$ cat src/rtl/ftp_pkg.sv
// Shared encodings for the fetch thread selector.
// Assumes a 3-bit per-thread fetch state and a 2-bit policy select.
package ftp_pkg;

    typedef enum logic [2:0] {
        ST_RUN        = 3'd0,
        ST_IDLE       = 3'd1,
        ST_LINE_READY = 3'd2,
        ST_BLOCKED    = 3'd3,
        ST_FLUSH      = 3'd4,
        ST_LINE_WAIT  = 3'd5,
        ST_TRAP_WAIT  = 3'd6,
        ST_SLEEP_WAIT = 3'd7
    } fstat_e;

    typedef enum logic [1:0] {
        POL_FIXED  = 2'd0,
        POL_ROTATE = 2'd1,
        POL_IQ     = 2'd2,
        POL_LSQ    = 2'd3
    } fpol_e;

    // True for the states in which a thread may be handed a fetch slot
    function automatic logic can_fetch(input logic [2:0] code);
        return (code == ST_RUN) || (code == ST_IDLE) || (code == ST_LINE_READY);
    endfunction

endpackage

$ cat src/rtl/ftp_rr_slot.sv
// One rotating-list pick: walks the ordered list from its head, grants the
// first entry marked available, and returns the list with that entry moved
// to the tail. Assumes the list is a permutation of 0..NT-1.
module ftp_rr_slot #(
    parameter int NT = 4,
    parameter int TW = 2
) (
    input  logic [NT*TW-1:0] order_i,
    input  logic [NT-1:0]    avail_i,
    output logic             vld_o,
    output logic [TW-1:0]    tid_o,
    output logic [NT*TW-1:0] order_o
);

    // Find the head-most available entry and build the rotated list
    always_comb begin
        int          hit_pos;
        logic [TW-1:0] ent;
        vld_o   = 1'b0;
        tid_o   = '0;
        hit_pos = 0;
        for (int i = 0; i < NT; i++) begin
            ent = order_i[i*TW +: TW];
            for (int j = 0; j < NT; j++) begin
                if (!vld_o && (ent == TW'(j)) && avail_i[j]) begin
                    vld_o   = 1'b1;
                    tid_o   = ent;
                    hit_pos = i;
                end
            end
        end
        for (int i = 0; i < NT; i++) begin
            if (vld_o && (i >= hit_pos)) begin
                if (i == NT - 1)
                    order_o[i*TW +: TW] = tid_o;
                else
                    order_o[i*TW +: TW] = order_i[((i + 1) % NT)*TW +: TW];
            end else begin
                order_o[i*TW +: TW] = order_i[i*TW +: TW];
            end
        end
    end

endmodule

$ cat src/rtl/ftp_occ_slot.sv
// One occupancy pick: grants the available thread with the smallest count,
// the lower index winning a tie. Assumes counts are unsigned.
module ftp_occ_slot #(
    parameter int NT = 4,
    parameter int TW = 2,
    parameter int CW = 5
) (
    input  logic [NT*CW-1:0] cnt_i,
    input  logic [NT-1:0]    avail_i,
    output logic             vld_o,
    output logic [TW-1:0]    tid_o
);

    // Ascending scan keeping the strictly smaller count
    always_comb begin
        logic [CW-1:0] best;
        vld_o = 1'b0;
        tid_o = '0;
        best  = '0;
        for (int i = 0; i < NT; i++) begin
            if (avail_i[i] && (!vld_o || (cnt_i[i*CW +: CW] < best))) begin
                vld_o = 1'b1;
                best  = cnt_i[i*CW +: CW];
                tid_o = TW'(i);
            end
        end
    end

endmodule

$ cat src/rtl/fetch_thread_pick.sv
// Fetch thread selector. Each cycle fills up to SLOTS fetch slots with
// distinct threads under the policy on policy_i. Only state: the rotating
// priority list, reset to ascending order. Outputs are combinational from
// the inputs and that list.
module fetch_thread_pick #(
    parameter int NUM_THREADS = 4,
    parameter int CNT_W       = 5,
    parameter int SLOTS       = 2
) (
    input  logic                         clk,
    input  logic                         rst_n,
    input  logic [NUM_THREADS*3-1:0]     thr_state_i,
    input  logic [NUM_THREADS-1:0]       thr_active_i,
    input  logic [1:0]                   policy_i,
    input  logic [NUM_THREADS*CNT_W-1:0] iq_cnt_i,
    input  logic [NUM_THREADS*CNT_W-1:0] lsq_cnt_i,
    output logic [SLOTS-1:0]             pick_vld_o,
    output logic [SLOTS*((NUM_THREADS > 1) ? $clog2(NUM_THREADS) : 1)-1:0] pick_tid_o
);
    import ftp_pkg::*;

    localparam int TID_W = (NUM_THREADS > 1) ? $clog2(NUM_THREADS) : 1;
    localparam int ORD_W = NUM_THREADS * TID_W;
    localparam bit MULTI = (NUM_THREADS > 1);

    logic [NUM_THREADS-1:0]       usable;
    logic [NUM_THREADS*CNT_W-1:0] occ_cnt;
    logic                         fixed_mode;
    logic                         rotate_mode;
    logic [ORD_W-1:0]             order_q;

    logic [SLOTS:0][NUM_THREADS-1:0] taken;
    logic [SLOTS:0][ORD_W-1:0]       order_chain;
    logic [SLOTS-1:0][NUM_THREADS-1:0] grant_mask;
    logic [SLOTS-1:0]                slot_vld;
    logic [SLOTS-1:0][TID_W-1:0]     slot_tid;

    // Per-thread usability: active and in a fetchable state
    for (genvar t = 0; t < NUM_THREADS; t++) begin : g_use
        assign usable[t] = thr_active_i[t] && can_fetch(thr_state_i[t*3 +: 3]);
    end

    // Policy decode and count source selection
    assign fixed_mode  = MULTI && (policy_i == POL_FIXED);
    assign rotate_mode = (policy_i == POL_ROTATE);
    assign occ_cnt     = (policy_i == POL_LSQ) ? lsq_cnt_i : iq_cnt_i;

    assign taken[0]       = '0;
    assign order_chain[0] = order_q;

    // Chain of slot stages, each excluding threads granted before it
    for (genvar s = 0; s < SLOTS; s++) begin : g_slot
        logic [NUM_THREADS-1:0] avail;
        logic                   rr_vld;
        logic [TID_W-1:0]       rr_tid;
        logic [ORD_W-1:0]       rr_order;
        logic                   occ_vld;
        logic [TID_W-1:0]       occ_tid;

        assign avail = usable & ~taken[s];

        ftp_rr_slot #(.NT(NUM_THREADS), .TW(TID_W)) u_rr (
            .order_i (order_chain[s]),
            .avail_i (avail),
            .vld_o   (rr_vld),
            .tid_o   (rr_tid),
            .order_o (rr_order)
        );

        ftp_occ_slot #(.NT(NUM_THREADS), .TW(TID_W), .CW(CNT_W)) u_occ (
            .cnt_i   (occ_cnt),
            .avail_i (avail),
            .vld_o   (occ_vld),
            .tid_o   (occ_tid)
        );

        assign slot_vld[s] = fixed_mode  ? 1'(s == 0) :
                             rotate_mode ? rr_vld : occ_vld;
        assign slot_tid[s] = fixed_mode  ? '0 :
                             rotate_mode ? rr_tid : occ_tid;

        assign grant_mask[s]      = slot_vld[s] ? (NUM_THREADS'(1) << slot_tid[s]) : '0;
        assign taken[s+1]         = taken[s] | grant_mask[s];
        assign order_chain[s+1]   = rotate_mode ? rr_order : order_chain[s];
        assign pick_vld_o[s]      = slot_vld[s];
        assign pick_tid_o[s*TID_W +: TID_W] = slot_tid[s];
    end

    // Priority list register: ascending after reset, rotated by grants
    always_ff @(posedge clk) begin
        if (!rst_n) begin
            for (int i = 0; i < NUM_THREADS; i++)
                order_q[i*TID_W +: TID_W] <= TID_W'(i);
        end else begin
            order_q <= order_chain[SLOTS];
        end
    end

endmodule

$ cat config.mk
export PLATFORM = sky130hd
export DESIGN_NAME = fetch_thread_pick
export DESIGN_NICKNAME = d
export VERILOG_FILES = /design/src/rtl/ftp_pkg.sv /design/src/rtl/ftp_rr_slot.sv /design/src/rtl/ftp_occ_slot.sv /design/src/rtl/fetch_thread_pick.sv
export SDC_FILE = /design/constraint.sdc
export NUM_CORES = 1
export LEC_CHECK = 0
export BUFFER_PORTS_ARGS = -buffer_cell sky130_fd_sc_hd__clkbuf_2
export CAP_MARGIN = 15
export CORE_MARGIN = 2
export CORE_UTILIZATION = 50
export DETAILED_ROUTE_END_ITERATION = 8
export PLACE_DENSITY = 0.74
export SKIP_CTS_REPAIR_TIMING = 1
export SLEW_MARGIN = 40
export SYNTH_ARGS = -nofsm -noshare
export SYNTH_HDL_FRONTEND = slang
export SYNTH_SLANG_ARGS = --single-unit
$ cat constraint.sdc
create_clock -name clk -period 24.5 [get_ports clk]
set_clock_uncertainty 0.2 [all_clocks]
set_input_delay 4.9 -clock clk [delete_from_list [all_inputs] [get_ports clk]]
set_output_delay 4.9 -clock clk [all_outputs]
set_load 0.01 [all_outputs]
# [Word level (Yosys, flattened, before mapping)]
# Index checks and enable logic that the tools add are counted.
[classes] magnitude_cmp=14 eq_ne=34 shift=1 n_mux=128 bitwise_logic=2 n_reduce_logical=143
[op_table] operator="$mux W2" count=64
[op_table] operator="$logic_and A1 B1 Y1" count=80
[op_table] operator="$mux W1" count=54
[op_table] operator="$logic_not A1 Y1" count=36
[op_table] operator="$eq A2 B2 Y1 const B" count=17
[op_table] operator="$lt A5 B5 Y1" count=6
[op_table] operator="$mux W5" count=6
[op_table] operator="$mux W20" count=1
[op_table] operator="$eq A2 B1 Y1 const B" count=9
[op_table] operator="$logic_not A2 Y1" count=9
[op_table] operator="$mux W8" count=2
[op_table] operator="$logic_or A1 B1 Y1" count=14
[op_table] operator="$eq A3 B1 Y1 const B" count=4
[op_table] operator="$eq A3 B2 Y1 const B" count=4
[op_table] operator="$logic_not A3 Y1" count=4
[op_table] operator="$ge A1 B2 Y1 const A" count=4
[op_table] operator="$ge A2 B2 Y1 const A" count=4
[op_table] operator="$and A4 B4 Y4" count=1
[op_table] operator="$mux W4" count=1
[op_table] operator="$not A4 Y4" count=1
[op_table] operator="$shl A1 B2 Y4 const A" count=1
[word_totals] ff_bits=8 input_bits=60 output_inout_bits=6 wordCells=323

# [Logic depth before layout (Yosys ltp)]
# Gate-level depths: netlist (run 1).
[depth] depth_word=138 ltp_mapped=59 ltp_nobuf=54

# [Modules after synthesis]
# Synthesis (run 1) repeated with hierarchy kept, for this count alone.
[hier_totals] hier_cells=376 area_unflattened_um2=3064.2
[by_module_without_submodules] mod="ftp_rr_slot" instances=2 cells_per_inst=59 area_per_inst_um2=481.7 seq_area_each_um2=0.0
[by_module_without_submodules] mod="fetch_thread_pick" instances=1 cells_per_inst=106 area_per_inst_um2=878.3 seq_area_each_um2=160.2
[by_module_without_submodules] mod="ftp_occ_slot at g_slot[0].u_occ" instances=1 cells_per_inst=76 area_per_inst_um2=615.6 seq_area_each_um2=0.0
[by_module_without_submodules] mod="ftp_occ_slot at g_slot[1].u_occ" instances=1 cells_per_inst=76 area_per_inst_um2=606.8 seq_area_each_um2=0.0

# [Worst setup path after synthesis (run 1)]
# OpenSTA, ideal clock, no wires.
[synth_path] path_kind="in2out" startpoint="input policy_i[0]" endpoint="output pick_tid_o[3] (netlist name)" arrival_ps=14973 required_ps=19400 setup_slack_ps=4427 cell_stages=55 path_buffers=5 path_cell_list="nand2_1 buf_2 buf_1 mux2i_1 inv_1 ha_1 a21oi_1 nor2b_1 or4_4 o21ai_1 mux2_2 ha_1 or2_2 a31o_2 and2_1 clkbuf_1 nand2_1 o21ai_0 [... 19 more ...] mux2_2 ha_1 a21o_1 a21o_1 a21o_1 a41oi_1 a221oi_1 nor2_1 or2_1 buf_6 mux2i_1 ha_1 a21o_1 a21o_1 a21oi_1 o211a_1 o31ai_1 o21ai_1"
[synth_via] elab_chain_cells=85 word_cells_on_any_way=148 cone_classes="order compare (6); eq/ne (14); shift (1); mux (57); bitwise (2); reduce/logical (68)"
[synth_rtl] item="from (decl)" line="fetch_thread_pick.sv:14" source="input logic [1:0] policy_i,"
[synth_rtl] item="$eq A2 B2 Y1" line="fetch_thread_pick.sv:46" source="assign occ_cnt = (policy_i == POL_LSQ) ? lsq_cnt_i : iq_cnt_i;"
[synth_rtl] item="$mux W20" line="fetch_thread_pick.sv:46"
[synth_rtl] item="$mux W5" line="ftp_occ_slot.sv:21" source="if (avail_i[i] && (!vld_o || (cnt_i[i*CW +: CW] < best))) begin"
[synth_rtl] item="$lt A5 B5 Y1" line="ftp_occ_slot.sv:21"
[synth_rtl] item="$logic_or A1 B1 Y1" line="ftp_occ_slot.sv:21"
[synth_rtl] item="$logic_and A1 B1 Y1" line="ftp_occ_slot.sv:21"
[synth_rtl] item="$mux W5 or $mux W1 (tied branches)" line="ftp_occ_slot.sv:21"
[synth_rtl] item="$lt A5 B5 Y1 or $logic_not A1 Y1 (tied branches)" line="ftp_occ_slot.sv:21"
[synth_rtl] item="[... 67 more ...]"
[synth_rtl] item="$logic_not A1 Y1" line="ftp_rr_slot.sv:25" source="if (!vld_o && (ent == TW'(j)) && avail_i[j]) begin"
[synth_rtl] item="$logic_and A1 B1 Y1 (2 in series)" line="ftp_rr_slot.sv:25"
[synth_rtl] item="$mux W1" line="ftp_rr_slot.sv:25"
[synth_rtl] item="$logic_not A1 Y1" line="ftp_rr_slot.sv:25"
[synth_rtl] item="$logic_and A1 B1 Y1 (2 in series)" line="ftp_rr_slot.sv:25"
[synth_rtl] item="$mux W2" line="ftp_rr_slot.sv:25"
[synth_rtl] item="$mux W2" line="fetch_thread_pick.sv:80" source="rotate_mode ? rr_tid : occ_tid;"
[synth_rtl] item="$mux W2 *" line="fetch_thread_pick.sv:79" source="assign slot_tid[s] = fixed_mode ? '0 :"
[synth_rtl] item="to (decl)" line="fetch_thread_pick.sv:18" source="output logic [SLOTS*((NUM_THREADS > 1) ? $clog2(NUM_THREADS) : 1)-1:0] pick_tid_o"
# Mark *: on every way between the ends. The rest lies on a longest branch, timed or not.

# [Final worst setup path (run 1)]
[layout_path] startpoint="input policy_i[1]" endpoint="output pick_tid_o[3] (netlist name)"
# The elaborated chain is that of the path after synthesis.

==> results of run 1 <==
## cell families after synthesis
family | synth area share [%]
and+or+nand+nor | 25.9
AOI/OAI and AO/OA | 31.9
muxes | 20.6
buffers and inverters | 4.66
adders and majority gates | 11.1
DFF | 5.90
## worst max path at each step
stage | start | endpoint | slack, ns | cells after the start
after floorplan | policy_i[0] | pick_tid_o[3] | 4.43 | 55
after global placement | policy_i[1] | pick_tid_o[3] | 3.03 | 53
after detailed placement | policy_i[1] | pick_tid_o[3] | 2.77 | 54
after CTS | policy_i[1] | pick_tid_o[3] | 2.76 | 54
after global routing | policy_i[1] | pick_tid_o[3] | 1.94 | 54
final | policy_i[1] | pick_tid_o[3] | 2.95 | 54
## metal layers
layer / track usage (%) / vias up / part of all wire [%] / routed length [um]
met5: 0 / - / 0 / 0
met4: 4.11 / 0 / 0.079 / 6
met3: 2.09 / 2 / 6.9 / 524
met2: 43.0 / 126 / 46 / 3510
met1: 35.4 / 1413 / 47 / 3590
li1: - / 1494 / - / -
## cells in the final DEF (no fill, tap or decap), drive strengths merged, types with 4 or more instances in the layout
| master | count |
|---|---|
| inv | 16 |
| nor2b | 7 |
| mux2 | 25 |
| nor2 | 27 |
| or2 | 8 |
| mux2i | 21 |
| a21oi | 21 |
| clkbuf | 68 |
| o31ai | 6 |
| nor3 | 5 |
| o21a | 4 |
| o21ai | 28 |
| dfxtp | 8 |
| ha | 24 |
| and2 | 8 |
| a21boi | 7 |
| o211ai | 12 |
| nand2 | 41 |
| a21o | 7 |
| nand3 | 10 |
| nand2b | 6 |
| nand4 | 4 |
## final cells by class
| type | count | area (um^2) | share of cell area (%) |
|---|---|---|---|
| Clock buffer | 3 | 41.3 | 1.33 |
| Inverter | 16 | 60.1 | 1.93 |
| Multi-Input combinational cell | 324 | 2430 | 78.3 |
| Sequential cell | 8 | 160 | 5.16 |
| Tap cell | 70 | 87.6 | 2.82 |
| Timing Repair Buffer | 65 | 325 | 10.5 |
## metrics by stage
step | hold slack (ns) | worst slack [ns]
2_1_floorplan | 0.496 | 4.43
3_3_place_gp | 0.670 | 3.03
3_5_place_dp | 0.669 | 2.77
4_1_cts | 0.678 | 2.76
5_1_grt | 0.731 | 1.94
6_report | 0.692 | 2.95
## critical path: cells and delay by family
| kind | cells | cell delay, ns |
|---|---|---|
| AOI/OAI and AO/OA | 26 | 4.40 |
| and+or+nand+nor | 15 | 3.54 |
| adders and majority gates | 6 | 1.71 |
| muxes | 4 | 1.35 |
| buffers and inverters | 3 | 0.55 |
## report_power, final
group | internal [mW] | switching, mW
logic | 0.0309 | 0.0408
registers | 0.0146 | 0.00317
clock network | 0.0106 | 0.00457
total | 0.0561 | 0.0485
==> results.yml, run 1 <==
floorplanning:
  fp.coreArea_um2: 5170
  initial_core_util_pct: 52.5
  floorplan.die.width_um: 77.7
  design.die.area_um2: 6030
  std_cell_rows: 26
  die_y_um: 77.7
  ioPinCount: 66
logic_synthesis:
  asyncSetResetFlopFracSynth_pct: 0
  synthesis.instances: 362
  synth_top_area_share_pct: 11.1
  yosys-top-cells-count: "39 x nand2_1, 26 x nor2_1, 24 x ha_1"
  ys.warnings.count: 0
  synthDistinctLibCells: 74
  seq_area_frac_synth_pct: 5.90
  synth_top_area_cell: "ha_1"
  ys_seq_elements: 8
  syn_area_um2: 2710
  netlist_top_cells_area: "ha_1 11%, mux2_2 9.1%, mux2i_1 7.7%"
  postSynthAreaPerCell_um2: 7.50
  synth_enable_flop_cells: 0
  synth_fp_nets: 446
  post-synth-top-count-cell: "nand2_1"
  synth_flop_cell: "dfxtp_1"
detailed_routing:
  drtPass1Iterations: 5
  route.detailed.vias_per_inst: 6.24
  drt-total-wl_mm: 7.63
  wire_per_inst_um: 15.7
  detail_route.iter0.violations: 245
  drc_errors_left: 0
  detail-route-antenna-nets: 0
  num_vias: 3035
timing:
  drv_slew: 0
  relSlewSlack_pct: 45.9
  grt_setup_unrepaired: "false"
  clock.fmax_ghz: 0.0464
  setup-violations-final: 0
  final_min_period_over_clock_period_pct: 88.0
  report.final.hold_viol_count: 0
  period_minus_slack_ns: 21.55
  worstMarginPinSlew_ns: 0.810
  final.setup.tns_ns: 0
hold_path:
  min_delay_path_depth: 2
  holdCritStartpoint: "order_q[7]"
  hold_path_class: "reg2reg"
  hold_path_end: "order_q[7]"
power:
  peakVddDrop_mv: 0.0259
  power_density_nw_per_um2: 33.7
  design_power_total_mw: 0.105
  cellLeakagePower_nw: 1.44
final_layout:
  utilization_of_the_core_after_routing_pct: 60.0
  final_layout_size_suffix_gt1_share_pct: 28.4
  fillcell_total: 488
  insertedDiodeCount: 0
  post_route_design_area_um2: 3100
  leading_registers_by_flop_count: "order_q: 8 flops"
  largest-register: "order_q"
  area.growth.synth_to_final_pct: 14.4
  largest_reg_flops: 8
  nNetsFinal: 502
  stdcell_count: 486
clock_tree:
  ctsLongestPathBuffers: 2
  cts_htree_levels: 1
  clkTransAtPathRegs_ns: 0.04
  tritoncts: "done"
  insertion_delay_ns: 0.22
  clock_tree_root_buffer_cell: "clkbuf_8"
  tritoncts_num_sinks: 8
  numCtsBuffers: 3
global_route:
  grt_max_degree: 22
  global_route.usage.total_pct: 25.3
  grt_first_pass_wirelength_mm: 12.9
  via_count_of_the_first_global_routing_pass: 2881
  grt_remaining_overflow: 0
  antenna_found_initial: 0
critical_path:
  worst_ep_arrival_time_ns: 16.45
  timing.critical_path.from_type: "primary input"
  timing_worst_setup_path_type: "in2out"
  reg2regPathDepth: 9
  slowest_stage: "or4b_4"
  reg2reg_to: "order_q[4]"
  end_kind: "output pin"
  crit_path_max_cell_delay_ns: 0.55
  r2r_slack_ns: 20.75
  r2r-start: "order_q[0]"
  required_time_reported_for_the_critical_path_endpoint_ns: 19.40
  cp_max_fo: 21
placement:
  place.gp.congestion: 0.921
  io_buffer_count: 65
  placed_area_um2: 3060
  place_inst: 483
  dpl.hpwl_mm: 6.31
run:
  timing.max_cap.violations: 0
run_status:
  status: "finished, final reports clean"
Note: power is estimated with default switching activity, not from simulation.
==> run 2: changes to the inputs <==
--- a/config.mk
+++ b/config.mk
@@ -9,2 +9,3 @@
 export CAP_MARGIN = 15
+export CORE_ASPECT_RATIO = 0.5
 export CORE_MARGIN = 2
==> constraint.sdc (replaced) <==
create_clock -name clk -period 24.5 [get_ports clk]
set_clock_uncertainty 0.2 [all_clocks]
set_input_delay 3.675 -clock clk [delete_from_list [all_inputs] [get_ports clk]]
set_output_delay 3.675 -clock clk [all_outputs]
set_load 0.01 [all_outputs]
==> results.yml, run 2 (same netlist as run 1, synthesis figures left out) <==
critical_path:
  required_time_reported_for_the_critical_path_endpoint_ns: 20.62
  slowest_stage: "and2_1"
  timing.critical_path.from_type: "primary input"
  reg2regPathDepth: 10
  end_kind: "output pin"
  cp_max_fo: 15
  worst_ep_arrival_time_ns: 15.65
  crit_path_max_cell_delay_ns: 0.57
  cell_count_along_the_critical_path: 54
  worstPathBufferInverterCount: 2
  crit_path_max_delay_family: "compound AO/OA/AOI/OAI gates"
  timing_worst_setup_path_type: "in2out"
timing:
  clock.fmax_ghz: 0.0512
  relSlewSlack_pct: 44.7
  final.setup.tns_ns: 0
  report.final.hold_viol_count: 0
  period_minus_slack_ns: 19.52
  worst_hold_slack_ns: 0.669
  final_min_period_over_clock_period_pct: 79.7
  setup-violations-final: 0
  drv_slew: 0
  worstMarginPinSlew_ns: 0.826
  grt_setup_unrepaired: "false"
hold_path:
  hold_path_class: "reg2reg"
  min_delay_path_depth: 2
clock_tree:
  numCtsBuffers: 3
  ctsLongestPathBuffers: 2
  clock_tree_root_buffer_cell: "clkbuf_8"
  tritoncts_num_sinks: 8
  cts_htree_levels: 1
  tritoncts: "done"
  insertion_delay_ns: 0.22
  clkTransAtPathRegs_ns: 0.04
detailed_routing:
  detail_route.iter0.violations: 194
  detail-route-antenna-nets: 0
  drtPass1Iterations: 5
  drc_errors_left: 0
  drt-total-wl_mm: 7.87
  num_vias: 3058
  route.detailed.vias_per_inst: 6.29
  wire_per_inst_um: 16.2
global_route:
  antenna_found_initial: 0
  via_count_of_the_first_global_routing_pass: 2728
  grt_first_pass_wirelength_mm: 12.8
  global_route.usage.total_pct: 25.5
  grt_remaining_overflow: 0
  grt_max_degree: 22
final_layout:
  layout_common_cells: "65 x clkbuf_2, 38 x nand2_1, 26 x nor2_1"
  post_route_design_area_um2: 3100
  largest_reg_flops: 8
  nNetsFinal: 502
  area.growth.synth_to_final_pct: 14.4
  leading_registers_by_flop_count: "order_q: 8 flops"
  fillcell_total: 462
  final_layout_size_suffix_gt1_share_pct: 28.4
  largest-register: "order_q"
  insertedDiodeCount: 0
  multiInputGateArea_um2: 2430
  mostFrequentLayoutCell: "clkbuf_2"
  seqCellArea_um2: 160
floorplanning:
  ioPinCount: 66
  floorplan.die.width_um: 108
  die_y_um: 56.1
  initial_core_util_pct: 53.6
  std_cell_rows: 18
  design.die.area_um2: 6070
  fp.coreArea_um2: 5070
placement:
  place.gp.congestion: 0.957
  io_buffer_count: 65
  dpl.hpwl_mm: 6.41
  placed_area_um2: 3060
power:
  power_density_nw_per_um2: 33.9
  cellLeakagePower_nw: 1.44
  peakVddDrop_mv: 0.0319
run_status:
  status: "finished, final reports clean"
run:
  timing.max_cap.violations: 0
==> run 2: cell counts in the layout (fill, tap and decap cells not counted) <==
Identical to the previous run, type by type.
==> run 2: tightest hold or removal path, cell delays in order (launching register included) <==
cell and delay, ns:
dfxtp_1 0.37, mux2i_1 0.29, o211ai_1 0.15
==> run 2: final cells by class <==
type,count,share of cell area (%)
Sequential cell,8,5.16
Clock buffer,3,1.33
Multi-Input combinational cell,324,78.3
Tap cell,70,2.82
Timing Repair Buffer,65,10.5
Inverter,16,1.93
==> run 2: report_power, final <==
| group | internal, mW | leakage (nW) | switching, mW |
|---|---|---|---|
| Combinational | 0.0310 | 1.35 | 0.0417 |
| Clock | 0.0106 | 0.0216 | 0.00426 |
| Sequential | 0.0146 | 0.0655 | 0.00317 |
==> run 2: path summary, 6_finish.rpt <==
check                               startpoint             to  slack [ns]
worst max-delay path            thr_state_i[2]  pick_tid_o[3]        4.98
worst min-delay path                order_q[7]     order_q[7]        0.67
worst max register to register      order_q[2]     order_q[4]       20.65
worst min register to register      order_q[7]     order_q[7]        0.67
==> run 2: per-layer routing <==
metal	GRT usage, %	part of all wire [%]	vias up
met3	1.87	8.0	21
li1	-	-	1489
met4	5.13	1.5	0
met5	0	0	-
met1	35.9	45	1385
met2	42.8	46	163
==> run 2: stage by stage <==
step | utilization, % | total power, mW | std cells | setup slack, ns
after floorplan | - | 0.0699 | 362 | 6.88
after global placement | 60.4 | 0.0859 | 483 | 5.35
after detailed placement | 60.4 | 0.0885 | 483 | 5.20
after CTS | 61.3 | 0.104 | 486 | 5.14
after global routing | 61.3 | 0.114 | 486 | 4.18
final | 61.3 | 0.105 | 486 | 4.98
==> run 3: changes to the inputs <==
Settings changed: PLACE_DENSITY 0.74 to 0.77.
Clock period 24.5 ns to 16.2 ns, I/O delays scaled along.
==> results.yml, run 3 (same netlist as run 1, synthesis figures left out) <==
run_status:
  status: "finished, final reports clean"
final_layout:
  largest-register: "order_q"
  final_layout_size_suffix_gt1_share_pct: 31.7
  layout_common_cells: "65 x clkbuf_2, 39 x nand2_1, 25 x nor2_1"
  area.growth.synth_to_final_pct: 19.4
  fillcell_total: 425
  insertedDiodeCount: 0
  leading_registers_by_flop_count: "order_q: 8 flops"
  mostFrequentLayoutCell: "clkbuf_2"
  largest_reg_flops: 8
  stdcell_count: 496
  post_route_design_area_um2: 3240
  nNetsFinal: 512
floorplanning:
  ioPinCount: 66
  die_y_um: 56.1
  fp.coreArea_um2: 5070
  design.die.area_um2: 6070
  initial_core_util_pct: 53.6
  std_cell_rows: 18
  floorplan.die.width_um: 108
power:
  cellLeakagePower_nw: 1.50
  power_density_nw_per_um2: 51.6
  design_power_total_mw: 0.167
  peakVddDrop_mv: 0.0499
critical_path:
  worstSetupEndpoint: "pick_tid_o[3]"
  crit_start: "policy_i[0]"
  required_time_reported_for_the_critical_path_endpoint_ns: 13.57
  end_kind: "output pin"
  crit_path_frequent_cell: "ha_1"
  crit_path_max_cell_delay_ns: 0.55
  cp_max_fo: 16
  timing_worst_setup_path_type: "in2out"
  slowest_stage: "or4b_4"
  timing.critical_path.from_type: "primary input"
  reg2regPathDepth: 9
  reg2reg_to: "order_q[4]"
  worst_ep_arrival_time_ns: 13.04
  r2r-start: "order_q[0]"
  r2r_slack_ns: 12.34
timing:
  report.final.hold_viol_count: 0
  relSlewSlack_pct: 47.2
  final_min_period_over_clock_period_pct: 96.7
  clock.fmax_ghz: 0.0638
  worstMarginPinSlew_ns: 0.791
  period_minus_slack_ns: 15.67
  setup-violations-final: 0
  drv_slew: 0
  final.setup.tns_ns: 0
clock_tree:
  ctsLongestPathBuffers: 2
  tritoncts: "done"
  clkTransAtPathRegs_ns: 0.04
  tritoncts_num_sinks: 8
  clock_tree_root_buffer_cell: "clkbuf_8"
  numCtsBuffers: 3
  insertion_delay_ns: 0.22
  cts_htree_levels: 1
global_route:
  antenna_found_initial: 0
  global_route.usage.total_pct: 26.4
  via_count_of_the_first_global_routing_pass: 2792
  grt_remaining_overflow: 0
  grt_first_pass_wirelength_mm: 13.2
  grt_max_degree: 17
detailed_routing:
  wire_per_inst_um: 16.8
  drc_errors_left: 0
  drt-total-wl_mm: 8.36
  detail-route-antenna-nets: 0
  drtPass1Iterations: 5
  num_vias: 3096
  detail_route.iter0.violations: 264
  route.detailed.vias_per_inst: 6.24
placement:
  io_buffer_count: 65
  place_inst: 491
  place.gp.congestion: 0.985
  placed_area_um2: 3130
  dpl.hpwl_mm: 6.74
run:
  timing.max_cap.violations: 0
hold_path:
  min_delay_path_depth: 2
  hold_path_class: "reg2reg"
## run 3: metal layers
layer	up-vias	part of all wire (%)	global-route usage, %	routed length [um]
met5	-	0	0	0
met4	0	1.3	5.31	108
met3	15	6.7	1.41	559
met2	134	47	44.7	3920
met1	1439	45	37.2	3770
li1	1508	-	-	-
## run 3: how the worst min path moves through the flow
stage / from / end / slack (ns)
after global placement: order_q[7] / order_q[7] / 0.65
after detailed placement: order_q[6] / order_q[4] / 0.67
after CTS: order_q[6] / order_q[4] / 0.69
after global routing: order_q[7] / order_q[7] / 0.74
after floorplan: order_q[7] / order_q[7] / 0.50
final: order_q[7] / order_q[7] / 0.69
## run 3: critical path, delay by kind of cell
kind            cells  cell delay [ns]
mux                 4             1.08
buf+inv             6             0.96
fa+ha+maj           6             1.74
compound gates     20             3.62
simple gates       17             3.19
## run 3: through the flow
step	setup WS, ns	hold WS, ns	utilization, %
2_1_floorplan	1.07	0.496	-
3_3_place_gp	0.725	0.651	61.8
3_5_place_dp	0.357	0.668	61.8
4_1_cts	0.280	0.690	62.6
5_1_grt	-0.00573	0.742	64.0
6_report	0.529	0.690	64.0
## run 3: layout make-up
cell class                 count  area (um^2)  share of cell area [%]
clock buffer                   3         41.3                    1.27
inverter                      16         60.1                    1.85
multi-input combinational    324         2480                    76.5
sequential                     8          160                    4.94
tap                           70         87.6                    2.70
timing repair buffer          75          413                    12.7
## run 3: report_power, final
part	internal, mW	switching (mW)	total (mW)
Clock	0.0160	0.00680	0.0228
Sequential	0.0220	0.00481	0.0268
Combinational	0.0509	0.0667	0.118
